### config.mk
export PLATFORM = sky130hd
export DESIGN_NAME = row_scan_reg
export DESIGN_NICKNAME = d
export VERILOG_FILES = /design/src/rtl/rsr_pkg.sv /design/src/rtl/rsr_edge_pick.sv /design/src/rtl/rsr_token_chain.sv /design/src/rtl/rsr_level_enc.sv /design/src/rtl/rsr_pin_map.sv /design/src/rtl/row_scan_reg.sv
export SDC_FILE = /design/constraint.sdc
export NUM_CORES = 1
export LEC_CHECK = 0
export ABC_AREA = 1
export BUFFER_PORTS_ARGS = -buffer_cell sky130_fd_sc_hd__buf_2
export CAP_MARGIN = 20
export CORE_MARGIN = 4
export CORE_UTILIZATION = 35
export DETAILED_ROUTE_END_ITERATION = 10
export GPL_TIMING_DRIVEN = 0
export PLACE_DENSITY = 0.55
export SETUP_SLACK_MARGIN = 0.02
export SKIP_LAST_GASP = 1
export SYNTH_ARGS = -nofsm -noshare
export SYNTH_HDL_FRONTEND = slang
export SYNTH_SLANG_ARGS = --single-unit
### constraint.sdc
create_clock -name clk -period 5.95 [get_ports clk]
set_clock_uncertainty 0.2 [all_clocks]
set_input_delay 0.595 -clock clk [delete_from_list [all_inputs] [get_ports clk]]
set_output_delay 0.595 -clock clk [all_outputs]
set_load 0.02 [all_outputs]
### src/rtl/rsr_pkg.sv
package rsr_pkg;
    typedef enum logic [1:0] {
        ST_IDLE = 2'd0,
        ST_SCAN = 2'd1,
        ST_TAIL = 2'd2
    } scan_state_t;

    localparam logic [1:0] LVL_V0 = 2'b00;
    localparam logic [1:0] LVL_V1 = 2'b01;
    localparam logic [1:0] LVL_V4 = 2'b10;
    localparam logic [1:0] LVL_V5 = 2'b11;
endpackage

### src/rtl/rsr_edge_pick.sv
module rsr_edge_pick (
    input  logic clk,
    input  logic rst_n,
    input  logic line_clk,
    input  logic phase_sel,
    output logic advance
);
    logic lc_q;

    always_ff @(posedge clk) begin
        if (!rst_n) lc_q <= 1'b0;
        else        lc_q <= line_clk;
    end

    always_comb begin
        if (phase_sel) advance = line_clk & ~lc_q;
        else           advance = ~line_clk & lc_q;
    end
endmodule

### src/rtl/rsr_token_chain.sv
module rsr_token_chain #(
    parameter int N_ROWS = 64
) (
    input  logic              clk,
    input  logic              rst_n,
    input  logic              advance,
    input  logic              scan_dir,
    input  logic              load_first,
    input  logic              feed_in,
    output logic [N_ROWS-1:0] tok,
    output logic              tail_hit
);
    logic [N_ROWS-1:0] shifted;
    logic [N_ROWS-1:0] first_mask;

    for (genvar i = 0; i < N_ROWS; i++) begin : g_stage
        logic from_low;
        logic from_high;
        if (i == 0) begin : g_lo_edge
            assign from_low = feed_in;
        end else begin : g_lo_mid
            assign from_low = tok[i-1];
        end
        if (i == N_ROWS - 1) begin : g_hi_edge
            assign from_high = feed_in;
        end else begin : g_hi_mid
            assign from_high = tok[i+1];
        end
        assign shifted[i] = scan_dir ? from_low : from_high;
    end

    always_comb begin
        first_mask = '0;
        if (scan_dir) first_mask[0]        = 1'b1;
        else          first_mask[N_ROWS-1] = 1'b1;
    end

    always_ff @(posedge clk) begin
        if (!rst_n)          tok <= '0;
        else if (advance)    tok <= load_first ? first_mask : shifted;
    end

    assign tail_hit = scan_dir ? tok[N_ROWS-1] : tok[0];

    // the chain holds still between advances
    assert_hold_R11: assert property (@(posedge clk) disable iff (!rst_n)
        !advance |=> $stable(tok));
endmodule

### src/rtl/rsr_level_enc.sv
module rsr_level_enc #(
    parameter int N_ROWS = 64
) (
    input  logic                alt_phase,
    input  logic [N_ROWS-1:0]   tok,
    output logic [2*N_ROWS-1:0] row_level
);
    import rsr_pkg::*;

    for (genvar i = 0; i < N_ROWS; i++) begin : g_row
        always_comb begin
            unique case ({alt_phase, tok[i]})
                2'b00:   row_level[2*i +: 2] = LVL_V1;
                2'b01:   row_level[2*i +: 2] = LVL_V5;
                2'b10:   row_level[2*i +: 2] = LVL_V4;
                default: row_level[2*i +: 2] = LVL_V0;
            endcase
        end
    end
endmodule

### src/rtl/rsr_pin_map.sv
module rsr_pin_map (
    input  logic is_master,
    input  logic scan_dir,
    input  logic carry,
    input  logic pin_a_in,
    input  logic pin_b_in,
    output logic pin_a_oe,
    output logic pin_a_out,
    output logic pin_b_oe,
    output logic pin_b_out,
    output logic carry_in
);
    always_comb begin
        pin_a_out = scan_dir ? 1'b0 : carry;
        pin_b_out = scan_dir ? carry : 1'b0;
        pin_a_oe  = is_master | ~scan_dir;
        pin_b_oe  = is_master | scan_dir;
        carry_in  = is_master ? 1'b0 : (scan_dir ? pin_a_in : pin_b_in);
    end
endmodule

### src/rtl/row_scan_reg.sv
module row_scan_reg #(
    parameter int N_ROWS = 64
) (
    input  logic                clk,
    input  logic                rst_n,
    input  logic                line_clk,
    input  logic                phase_sel,
    input  logic                scan_dir,
    input  logic                is_master,
    input  logic                frame_start,
    input  logic                alt_phase,
    input  logic                casc_a_in,
    input  logic                casc_b_in,
    output logic                casc_a_oe,
    output logic                casc_a_out,
    output logic                casc_b_oe,
    output logic                casc_b_out,
    output logic [2*N_ROWS-1:0] row_level
);
    import rsr_pkg::*;

    localparam int PW = $clog2(N_ROWS);

    logic              advance;
    logic              carry_in;
    logic              carry_out;
    logic              load_any;
    logic              tail_hit;
    logic [N_ROWS-1:0] tok;
    scan_state_t       state, state_n;
    logic [PW-1:0]     pos, pos_n;

    rsr_edge_pick u_edge (
        .clk       (clk),
        .rst_n     (rst_n),
        .line_clk  (line_clk),
        .phase_sel (phase_sel),
        .advance   (advance)
    );

    rsr_pin_map u_pins (
        .is_master (is_master),
        .scan_dir  (scan_dir),
        .carry     (carry_out),
        .pin_a_in  (casc_a_in),
        .pin_b_in  (casc_b_in),
        .pin_a_oe  (casc_a_oe),
        .pin_a_out (casc_a_out),
        .pin_b_oe  (casc_b_oe),
        .pin_b_out (casc_b_out),
        .carry_in  (carry_in)
    );

    assign load_any = is_master ? frame_start : carry_in;

    rsr_token_chain #(.N_ROWS(N_ROWS)) u_chain (
        .clk        (clk),
        .rst_n      (rst_n),
        .advance    (advance),
        .scan_dir   (scan_dir),
        .load_first (is_master & frame_start),
        .feed_in    (carry_in),
        .tok        (tok),
        .tail_hit   (tail_hit)
    );

    rsr_level_enc #(.N_ROWS(N_ROWS)) u_enc (
        .alt_phase (alt_phase),
        .tok       (tok),
        .row_level (row_level)
    );

    // state register
    always_ff @(posedge clk) begin
        if (!rst_n) begin
            state <= ST_IDLE;
            pos   <= '0;
        end else begin
            state <= state_n;
            pos   <= pos_n;
        end
    end

    // next state and outputs
    always_comb begin
        state_n   = state;
        pos_n     = pos;
        carry_out = (state == ST_TAIL);
        if (advance) begin
            if (load_any) begin
                state_n = ST_SCAN;
                pos_n   = '0;
            end else begin
                unique case (state)
                    ST_IDLE: state_n = ST_IDLE;
                    ST_SCAN: begin
                        pos_n = pos + 1'b1;
                        if (pos == PW'(N_ROWS - 2)) state_n = ST_TAIL;
                    end
                    ST_TAIL: state_n = ST_IDLE;
                    default: state_n = ST_IDLE;
                endcase
            end
        end
    end

    // controller tail state agrees with the chain's final stage
    assert_tail_match_R8: assert property (@(posedge clk) disable iff (!rst_n)
        carry_out == tail_hit);

    // a master never carries more than one token
    assert_single_token_R2: assert property (@(posedge clk) disable iff (!rst_n)
        is_master |-> $onehot0(tok));

    // a master enables both cascade pins
    assert_master_pins_R6: assert property (@(posedge clk) disable iff (!rst_n)
        is_master |-> (casc_a_oe && casc_b_oe));

    // a frame start on an advance leaves exactly one token, not in the tail
    assert_frame_load_R9: assert property (@(posedge clk) disable iff (!rst_n)
        (advance && is_master && frame_start) |=> ($countones(tok) == 1 && !carry_out));

    // a slave enables exactly one cascade pin
    assert_slave_pins_R7: assert property (@(posedge clk) disable iff (!rst_n)
        !is_master |-> (casc_a_oe != casc_b_oe));
endmodule

==> impl_metrics.yaml, run 1 <==
timing:
  fin_setup_tns_ns: 0
  rsz0062_at_grt: "no"
  fin_crit_sh_pct: 60.4
  worst_hold_slack_ns: 0.262
  finalSetupViolCount: 0
  final_hold_viol_count: 0
  fin_crit_ns: 3.60
  slew_viol_final: 0
  worstMarginPinSlew_ns: 0.799
  fmax_mhz: 278
  slew_headroom_pct: 46.7
setup_path:
  critPathLaunch: "alt_phase"
  start_kind: "primary input"
  cp.required_ns: 5.16
  cp.arrival_ns: 2.80
  crit_path_max_fanout: 66
  r2r_start: "u_edge.lc_q"
  criticalPathCategory: "in -> out"
  critical_path.endpoint_type: "output port"
  timing.reg2reg.worst_path_depth: 6
synthesis:
  synthSimpleGateAreaFrac_pct: 13.1
  netlist_instances: 767
  avgSynthCellArea_um2: 8.09
  synth.mux.area_fraction_pct: 0
  syn_nets: 936
  synth_compound_area_share_pct: 22.0
  synth_top_family_by_area: "adder cells"
  ys_warn_count: 0
  synth-adder-area-share_pct: 32.1
  synth_area_um2: 6200
  synth_xor_xnor_area_share_pct: 0.141
  ys_types: 29
  synth-seq-cells: 73
  yosysSeqAreaShare_pct: 23.6
global_route:
  grtUsageTotal_pct: 16.9
  grt_pass1_vias: 5240
  grt_max_degree: 67
  grt_pass1_wl_mm: 27.5
  gr-total-overflow: 0
  antenna_found_initial: 0
placement:
  gp_congestion: 0.820
  place_hpwl_mm: 12.2
  portBuffers: 139
  dpl_cell_area_um2: 7210
  dp_cells: 1132
detailed_routing:
  viasPerCell: 4.80
  dr.pass1.iters: 4
  vias: 5508
  wl_per_cell_um: 14.4
  wl_mm: 16.5
  drc: 0
  ant_nets: 0
  drt-initial-drc-count: 310
floorplanning:
  die_h_um: 141
  start_util_pct: 35.7
  die_area_um2: 19900
  core-area_um2: 17400
  ios: 142
  die_w_um: 141
  rows: 48
clocking:
  htreeDepth: 3
  clockBufferDepth: 2
  cts.repair.resized: 0
  insertion_delay_ns: 0.34
  cts-root-buf: "clkbuf_16"
  cts_buffers: 9
  cts_setup_buffers: 0
  cts_tree: "done"
  cts.sinks: 73
  ctsHoldBuffers: 0
  path_clk_slew_ns: 0.06
cells_and_area:
  nNetsFinal: 1087
  layout_commonest_cell: "ha_1"
  num_antenna_cells: 0
  fin_area_um2: 7560
  stdcell_count: 1148
  drive_above_1_share_pct: 27.7
  layout_common_cells: "ha_1 (159), buf_2 (150), a21oi_1 (95), nor2_1 (78), inv_1 (77)"
  syn2layout_area_growth_pct: 21.8
pwr:
  ir_drop_mv: 0.144
  finalPower_mw: 1.75
  power_leakage_nw: 3.70
  power_density_nw_per_um2: 231
hold_path:
  hp-class: "reg -> reg"
  hp-start: "state[1]"
  whs_path_depth: 2
flow_run:
  max-cap-violations: 0
status:
  status: "completed"
[cells by family (layout without fill, tap and decap cells)]
logic type	Yosys count	in the layout
buffers and inverters	125	281
DFF	73	73
AOI/OAI and AO/OA	235	235
and+or+nand+nor	174	174
adders and majority gates	159	159
xor gates and xnor gates	1	1
[metrics by stage]
stage                     util [%]  setup WS, ns
after floorplan                  -          1.55
after global placement        41.4       -0.0758
after CTS                     43.5          2.29
after detailed placement      41.6          2.30
final                         43.5          2.35
after global routing          43.5          2.18
[synth_stat cells]
library cell / count / share of area [%]
a21oi_1: 95 / 7.7
buf_1: 1 / 0.060
nand3b_1: 2 / 0.24
nand3_4: 2 / 0.56
ha_1: 159 / 32
clkbuf_1: 16 / 0.97
inv_1: 78 / 4.7
o21ai_0: 70 / 5.6
nand4_1: 2 / 0.20
a21oi_2: 11 / 1.6
clkbuf_2: 1 / 0.081
xor2_1: 1 / 0.14
buf_4: 6 / 0.73
nor3_1: 2 / 0.16
nand2_1: 38 / 2.3
nand3_1: 9 / 0.73
a211oi_2: 14 / 2.8
o21ai_1: 29 / 2.3
nor2_1: 78 / 4.7
buf_6: 8 / 1.5
nand2_2: 3 / 0.30
o21ai_2: 1 / 0.14
inv_2: 4 / 0.24
nand2_4: 1 / 0.18
buf_2: 11 / 0.89
o211ai_1: 15 / 1.8
or2_2: 35 / 3.5
dfxtp_1: 73 / 24
nor2_2: 2 / 0.20
[final cells by class]
| type | instances | area, um2 |
|---|---|---|
| inverters | 82 | 310 |
| repair buffers | 140 | 723 |
| well taps | 225 | 282 |
| multi-input cells | 569 | 4180 |
| fillers | 1816 | 9800 |
| clock buffers | 10 | 239 |
| plain buffers | 43 | 259 |
| flip-flops and latches | 73 | 1460 |
| clock inverters | 6 | 105 |
[registers in the layout, summed over array words and instances, names as in the netlist]
signal	cells
u_edge.lc_q	1
state	2
u_chain.tok	64
pos	6
[final timing paths]
kind                    endpoint  slack, ns
setup / recovery   row_level[44]       2.35
hold / removal          state[1]       0.26
setup reg to reg  u_chain.tok[4]       4.33
hold reg to reg         state[1]       0.26
[routing by layer]
| layer | routed length [um] | GRT usage (%) |
|---|---|---|
| met2 | 7510 | 27.2 |
| met3 | 649 | 2.04 |
| met1 | 8150 | 23.5 |
| met5 | 0 | 0 |
| met4 | 230 | 5.20 |
[critical path: stages]
cell	delay, ns
buf_2	0.61
inv_4	0.46
buf_16	0.34
ha_1	0.25
or2_2	0.29
buf_2	0.16
[where the power goes]
part	internal (mW)	switching [mW]
Combinational	0.188	0.354
Sequential	0.524	0.0413
Clock	0.419	0.220
Total	1.13	0.616
(Power assumes the default switching activity.)
==> inputs of run 2 (changes only) <==
- PLACE_DENSITY: 0.55 -> 0.57
- clock period: 5.95 -> 3.25 ns (I/O delays scaled with it)
==> run 2 against run 1 <==
  * Worst hold slack worse by 0.11 ns
  * Non-clock buffer count grew 6
  * Global-route usage increased by 0.077 points
  * Critical path depth shrank 1
==> impl_metrics.yaml, run 2 (synthesis gave the netlist of run 1 again) <==
setup_path:
  r2r_start: "u_edge.lc_q"
  critical_path.endpoint_type: "output port"
  timing.reg2reg.worst_path_depth: 6
  cp.required_ns: 2.72
  crit_path_max_fanout: 31
  start_kind: "primary input"
  critPathLaunch: "alt_phase"
  cp.arrival_ns: 2.34
  rrSetupSlack_ns: 1.60
  criticalPathCategory: "in -> out"
  rr_endpoint: "u_chain.tok[9]"
cells_and_area:
  layout_commonest_cell: "ha_1"
  layout_common_cells: "ha_1 (159), buf_2 (150), a21oi_1 (95), nor2_1 (78), inv_1 (77)"
  fin_area_um2: 7660
  num_antenna_cells: 0
  largest_reg_flops: 64
  regMostFlops: "u_chain.tok"
  reg_top3: "u_chain.tok: 64 flops, pos: 6 flops, state: 2 flops"
  nNetsFinal: 1094
  final_util_pct: 44.1
  drive_above_1_share_pct: 28.2
  syn2layout_area_growth_pct: 23.5
  stdcell_count: 1155
floorplanning:
  ios: 142
  rows: 48
  start_util_pct: 35.7
  core-area_um2: 17400
  die_area_um2: 19900
  die_w_um: 141
  die_h_um: 141
global_route:
  gr-total-overflow: 0
  antenna_found_initial: 0
  grt_max_degree: 51
  grt_pass1_wl_mm: 27.7
  grt_pass1_vias: 5394
  grtUsageTotal_pct: 16.9
hold_path:
  hp-class: "in -> reg"
  hp-start: "scan_dir"
  holdPathEnd: "u_chain.tok[0]"
  whs_path_depth: 4
timing:
  worstMarginPinSlew_ns: 0.855
  worst_hold_slack_ns: 0.147
  fin_crit_sh_pct: 88.2
  finalSetupViolCount: 0
  fin_setup_tns_ns: 0
  final_hold_viol_count: 0
  fin_crit_ns: 2.87
  slew_headroom_pct: 43.0
  slew_viol_final: 0
  worst_slack_ns: 0.383
  rsz0062_at_grt: "no"
  fmax_mhz: 349
placement:
  dpl_cell_area_um2: 7250
  portBuffers: 139
  dp_cells: 1133
  place_hpwl_mm: 12.2
  gp_congestion: 0.792
  post-place-ws_ns: -0.258
clocking:
  clockBufferDepth: 2
  cts.sinks: 73
  cts-root-buf: "clkbuf_16"
  cts_tree: "done"
  path_clk_slew_ns: 0.06
  htreeDepth: 3
  cts_buffers: 9
  insertion_delay_ns: 0.33
detailed_routing:
  drc: 0
  viasPerCell: 4.85
  dr.pass1.iters: 7
  vias: 5605
  wl_per_cell_um: 14.6
  wl_mm: 16.9
  drt-initial-drc-count: 322
  ant_nets: 0
status:
  status: "completed"
pwr:
  power_leakage_nw: 3.73
  finalPower_mw: 3.27
  ir_drop_mv: 0.229
  power_density_nw_per_um2: 426
flow_run:
  max-cap-violations: 0
## run 2: how the worst max path moves through the flow
stage                                to  slack [ns]  depth (start not counted)
final                     row_level[18]        0.38                          5
after global routing      row_level[14]        0.18                          5
after CTS                 row_level[18]        0.30                          5
after detailed placement  row_level[80]       -0.26                          6
after global placement    row_level[80]       -1.89                          5
after floorplan            row_level[6]        0.02                          3
## run 2: critical path, cell delays in order
cell        delay [ns]
buf_2             0.65
clkinvlp_4        0.59
ha_1              0.33
or2_2             0.27
buf_2             0.16
## run 2: metal layers
| metal | global-route usage [%] | share of wire, % | up-vias | routed length (um) |
|---|---|---|---|---|
| met3 | 3.05 | 4.4 | 9 | 746 |
| met2 | 28.0 | 46 | 129 | 7730 |
| li1 | - | - | 2876 | - |
| met4 | 2.70 | 0.63 | 0 | 107 |
| met5 | 0 | 0 | - | 0 |
| met1 | 23.5 | 49 | 2591 | 8330 |
## run 2: timing repair
item	4_1_cts	5_1_grt
resized for setup	1	0
endpoints found under the hold margin	1	0
setup endpoints to repair	109	0
hold buffers	1	0
setup buffers	4	0
## run 2: cell type report
| cell class | count | area (um2) |
|---|---|---|
| Timing Repair Buffer | 146 | 776 |
| Tap cell | 225 | 282 |
| Clock buffer | 12 | 267 |
| Timing Repair inverter | 1 | 7.51 |
| Fill cell | 1789 | 9690 |
| Sequential cell | 73 | 1460 |
| Clock inverter | 4 | 97.6 |
| Buffer | 43 | 259 |
| Inverter | 82 | 312 |
| Multi-Input combinational cell | 569 | 4200 |
## run 2: power breakdown
group / switching, mW / internal, mW
clock network: 0.402 / 0.813
logic: 0.657 / 0.359
registers: 0.0771 / 0.959
total: 1.14 / 2.13
==> inputs of run 3 (changes only) <==
- clock period: 3.25 -> 2.3 ns (I/O delays scaled with it)
==> run 3 against run 2 <==
  * Cell count is essentially flat
  * Largest power group is now combinational logic
  * Critical path depth grew 2
  * Non-clock buffer count shrank 1
  * Combinational power grew 44%
  * Design area shrank 0.20%
  * Via count shrank 0.54%
  * Routed wire length shrank 1.2%
  * Critical path type unchanged
  * Clock power grew 9%
==> impl_metrics.yaml, run 3 (synthesis gave the netlist of run 1 again) <==
setup_path:
  r2r_start: "u_edge.lc_q"
  rr_endpoint: "u_chain.tok[4]"
  rrSetupSlack_ns: 0.68
  crit_buf_inv: 5
  worst_path_dominant_cell_family: "buffers and inverters"
  cp_slowest_stage_delay_ns: 0.28
  path_cells: "buf_6 > clkinvlp_4 > buf_12 > buf_12 > ha_1 > or2_4 > buf_2"
  start_kind: "primary input"
  cp.required_ns: 1.87
  crit_path_max_fanout: 36
  cp.arrival_ns: 1.76
  critPathMostFrequentCell: "buf_12"
  criticalPathCategory: "in -> out"
  timing.reg2reg.worst_path_depth: 6
  slowest_stage: "buf_6"
  critical_path.endpoint_type: "output port"
detailed_routing:
  wl_mm: 16.7
  drc: 0
  wl_per_cell_um: 14.5
  ant_nets: 0
  viasPerCell: 4.83
  vias: 5575
  drt-initial-drc-count: 280
  dr.pass1.iters: 5
timing:
  final_hold_viol_count: 0
  rsz0062_at_grt: "no"
  finalSetupViolCount: 0
  fin_setup_tns_ns: 0
  slew_headroom_pct: 48.7
  slew_viol_final: 0
  fin_crit_ns: 2.19
  worstMarginPinSlew_ns: 0.770
  fmax_mhz: 457
  fin_crit_sh_pct: 95.1
pwr:
  p_int_mw: 2.68
  pwr-share-clk_pct: 31.2
  switchingPower_mw: 1.58
  p_sw_share_pct: 37.1
  power_density_nw_per_um2: 557
  power_leakage_nw: 3.70
  ir_drop_mv: 0.335
  seqPwrFrac_pct: 34.3
  comb_power_share_pct: 34.5
cells_and_area:
  reg_top3: "u_chain.tok: 64 flops, pos: 6 flops, state: 2 flops"
  num_antenna_cells: 0
  regMostFlops: "u_chain.tok"
  largest_reg_flops: 64
  layout_commonest_cell: "ha_1"
  fin_area_um2: 7650
  final_util_pct: 44.1
  drive_above_1_share_pct: 27.9
  stdcell_count: 1154
  layout_common_cells: "ha_1 (159), buf_2 (149), a21oi_1 (95), nor2_1 (78), inv_1 (77)"
  syn2layout_area_growth_pct: 23.3
  nNetsFinal: 1093
floorplanning:
  die_h_um: 141
  die_area_um2: 19900
  core-area_um2: 17400
  rows: 48
  die_w_um: 141
  start_util_pct: 35.7
  ios: 142
global_route:
  grt_pass1_vias: 5349
  gr-total-overflow: 0
  grtUsageTotal_pct: 16.9
  grt_pass1_wl_mm: 27.8
  antenna_found_initial: 0
  grt_max_degree: 39
clocking:
  path_clk_slew_ns: 0.05
  cts_tree: "done"
  cts_buffers: 9
  cts.sinks: 73
  cts-root-buf: "clkbuf_16"
  htreeDepth: 3
  insertion_delay_ns: 0.34
  clockBufferDepth: 2
flow_run:
  max-cap-violations: 0
placement:
  place_hpwl_mm: 12.4
  portBuffers: 139
  dp_cells: 1134
  dpl_cell_area_um2: 7330
  gp_congestion: 0.814
status:
  status: "completed"
hold_path:
  hp-start: "scan_dir"
  hp-class: "in -> reg"
  whs_path_depth: 4
  holdPathEnd: "u_chain.tok[0]"
-- run 3: changes by cell type in the layout (fill, tap and decap cells not counted) --
| cell | previous run | this run |
|---|---|---|
| or2_2 | 25 | 0 |
| or2_4 | 10 | 35 |
| bufinv_16 | 3 | 0 |
| clkinv_2 | 0 | 3 |
| buf_4 | 10 | 8 |
| clkbuf_1 | 16 | 18 |
| buf_12 | 2 | 3 |
| buf_2 | 150 | 149 |
| buf_6 | 8 | 9 |
| clkbuf_8 | 3 | 2 |
| clkinvlp_4 | 3 | 2 |
-- run 3: tightest hold or removal path, stage by stage --
cell	delay, ns
buf_6	0.10
o211ai_1	0.09
nand2_1	0.07
a21oi_1	0.05
-- run 3: layout make-up --
| cell class | count | area [um2] |
|---|---|---|
| buffer | 43 | 259 |
| multi-input combinational | 569 | 4260 |
| timing repair inverter | 1 | 7.51 |
| timing repair buffer | 145 | 787 |
| clock inverter | 3 | 15.0 |
| inverter | 82 | 312 |
| fill | 1802 | 9710 |
| clock buffer | 13 | 260 |
| sequential | 73 | 1460 |
| tap | 225 | 282 |
-- run 3: power groups by stage --
stage	clock, mW	combinational (mW)	sequential, mW
floorplan	0	1.10	1.46
global placement	0	1.46	1.49
detailed placement	0	1.48	1.49
CTS	1.36	1.50	1.46
global route	1.41	1.65	1.48
finish	1.33	1.47	1.46
-- run 3: worst max-delay path by stage --
stage,end,cells after the start,start,slack [ns]
after floorplan,row_level[0],3,alt_phase,-0.63
after global placement,row_level[116],5,alt_phase,-2.61
after detailed placement,row_level[78],7,alt_phase,-0.96
after CTS,row_level[78],7,alt_phase,0.09
after global routing,row_level[78],7,alt_phase,0.02
final,row_level[78],7,alt_phase,0.11
-- run 3: through the flow --
step                      setup slack [ns]  hold slack (ns)  total power [mW]
after floorplan                     -0.628            0.123              2.55
after global placement               -2.61            0.238              2.95
after detailed placement            -0.962            0.237              2.97
after CTS                           0.0865           0.0463              4.32
after global routing                0.0201           0.0674              4.53
final                                0.113           0.0557              4.26
-- run 3: layer usage --
layer | global-route usage [%] | vias to the layer above | routed length [um] | part of all wire, %
met5 | 0 | - | 0 | 0
met4 | 3.06 | 0 | 117 | 0.70
met3 | 2.95 | 10 | 776 | 4.6
met2 | 29.3 | 130 | 7940 | 48
met1 | 22.3 | 2568 | 7870 | 47
li1 | - | 2867 | - | -
-- run 3: what timing repair did --
action                                  CTS  global route
resized for setup                         3             0
endpoints found under the setup margin  128             0
buffers inserted                          2             0
hold endpoints to repair                  1             0
hold buffers                              1             0
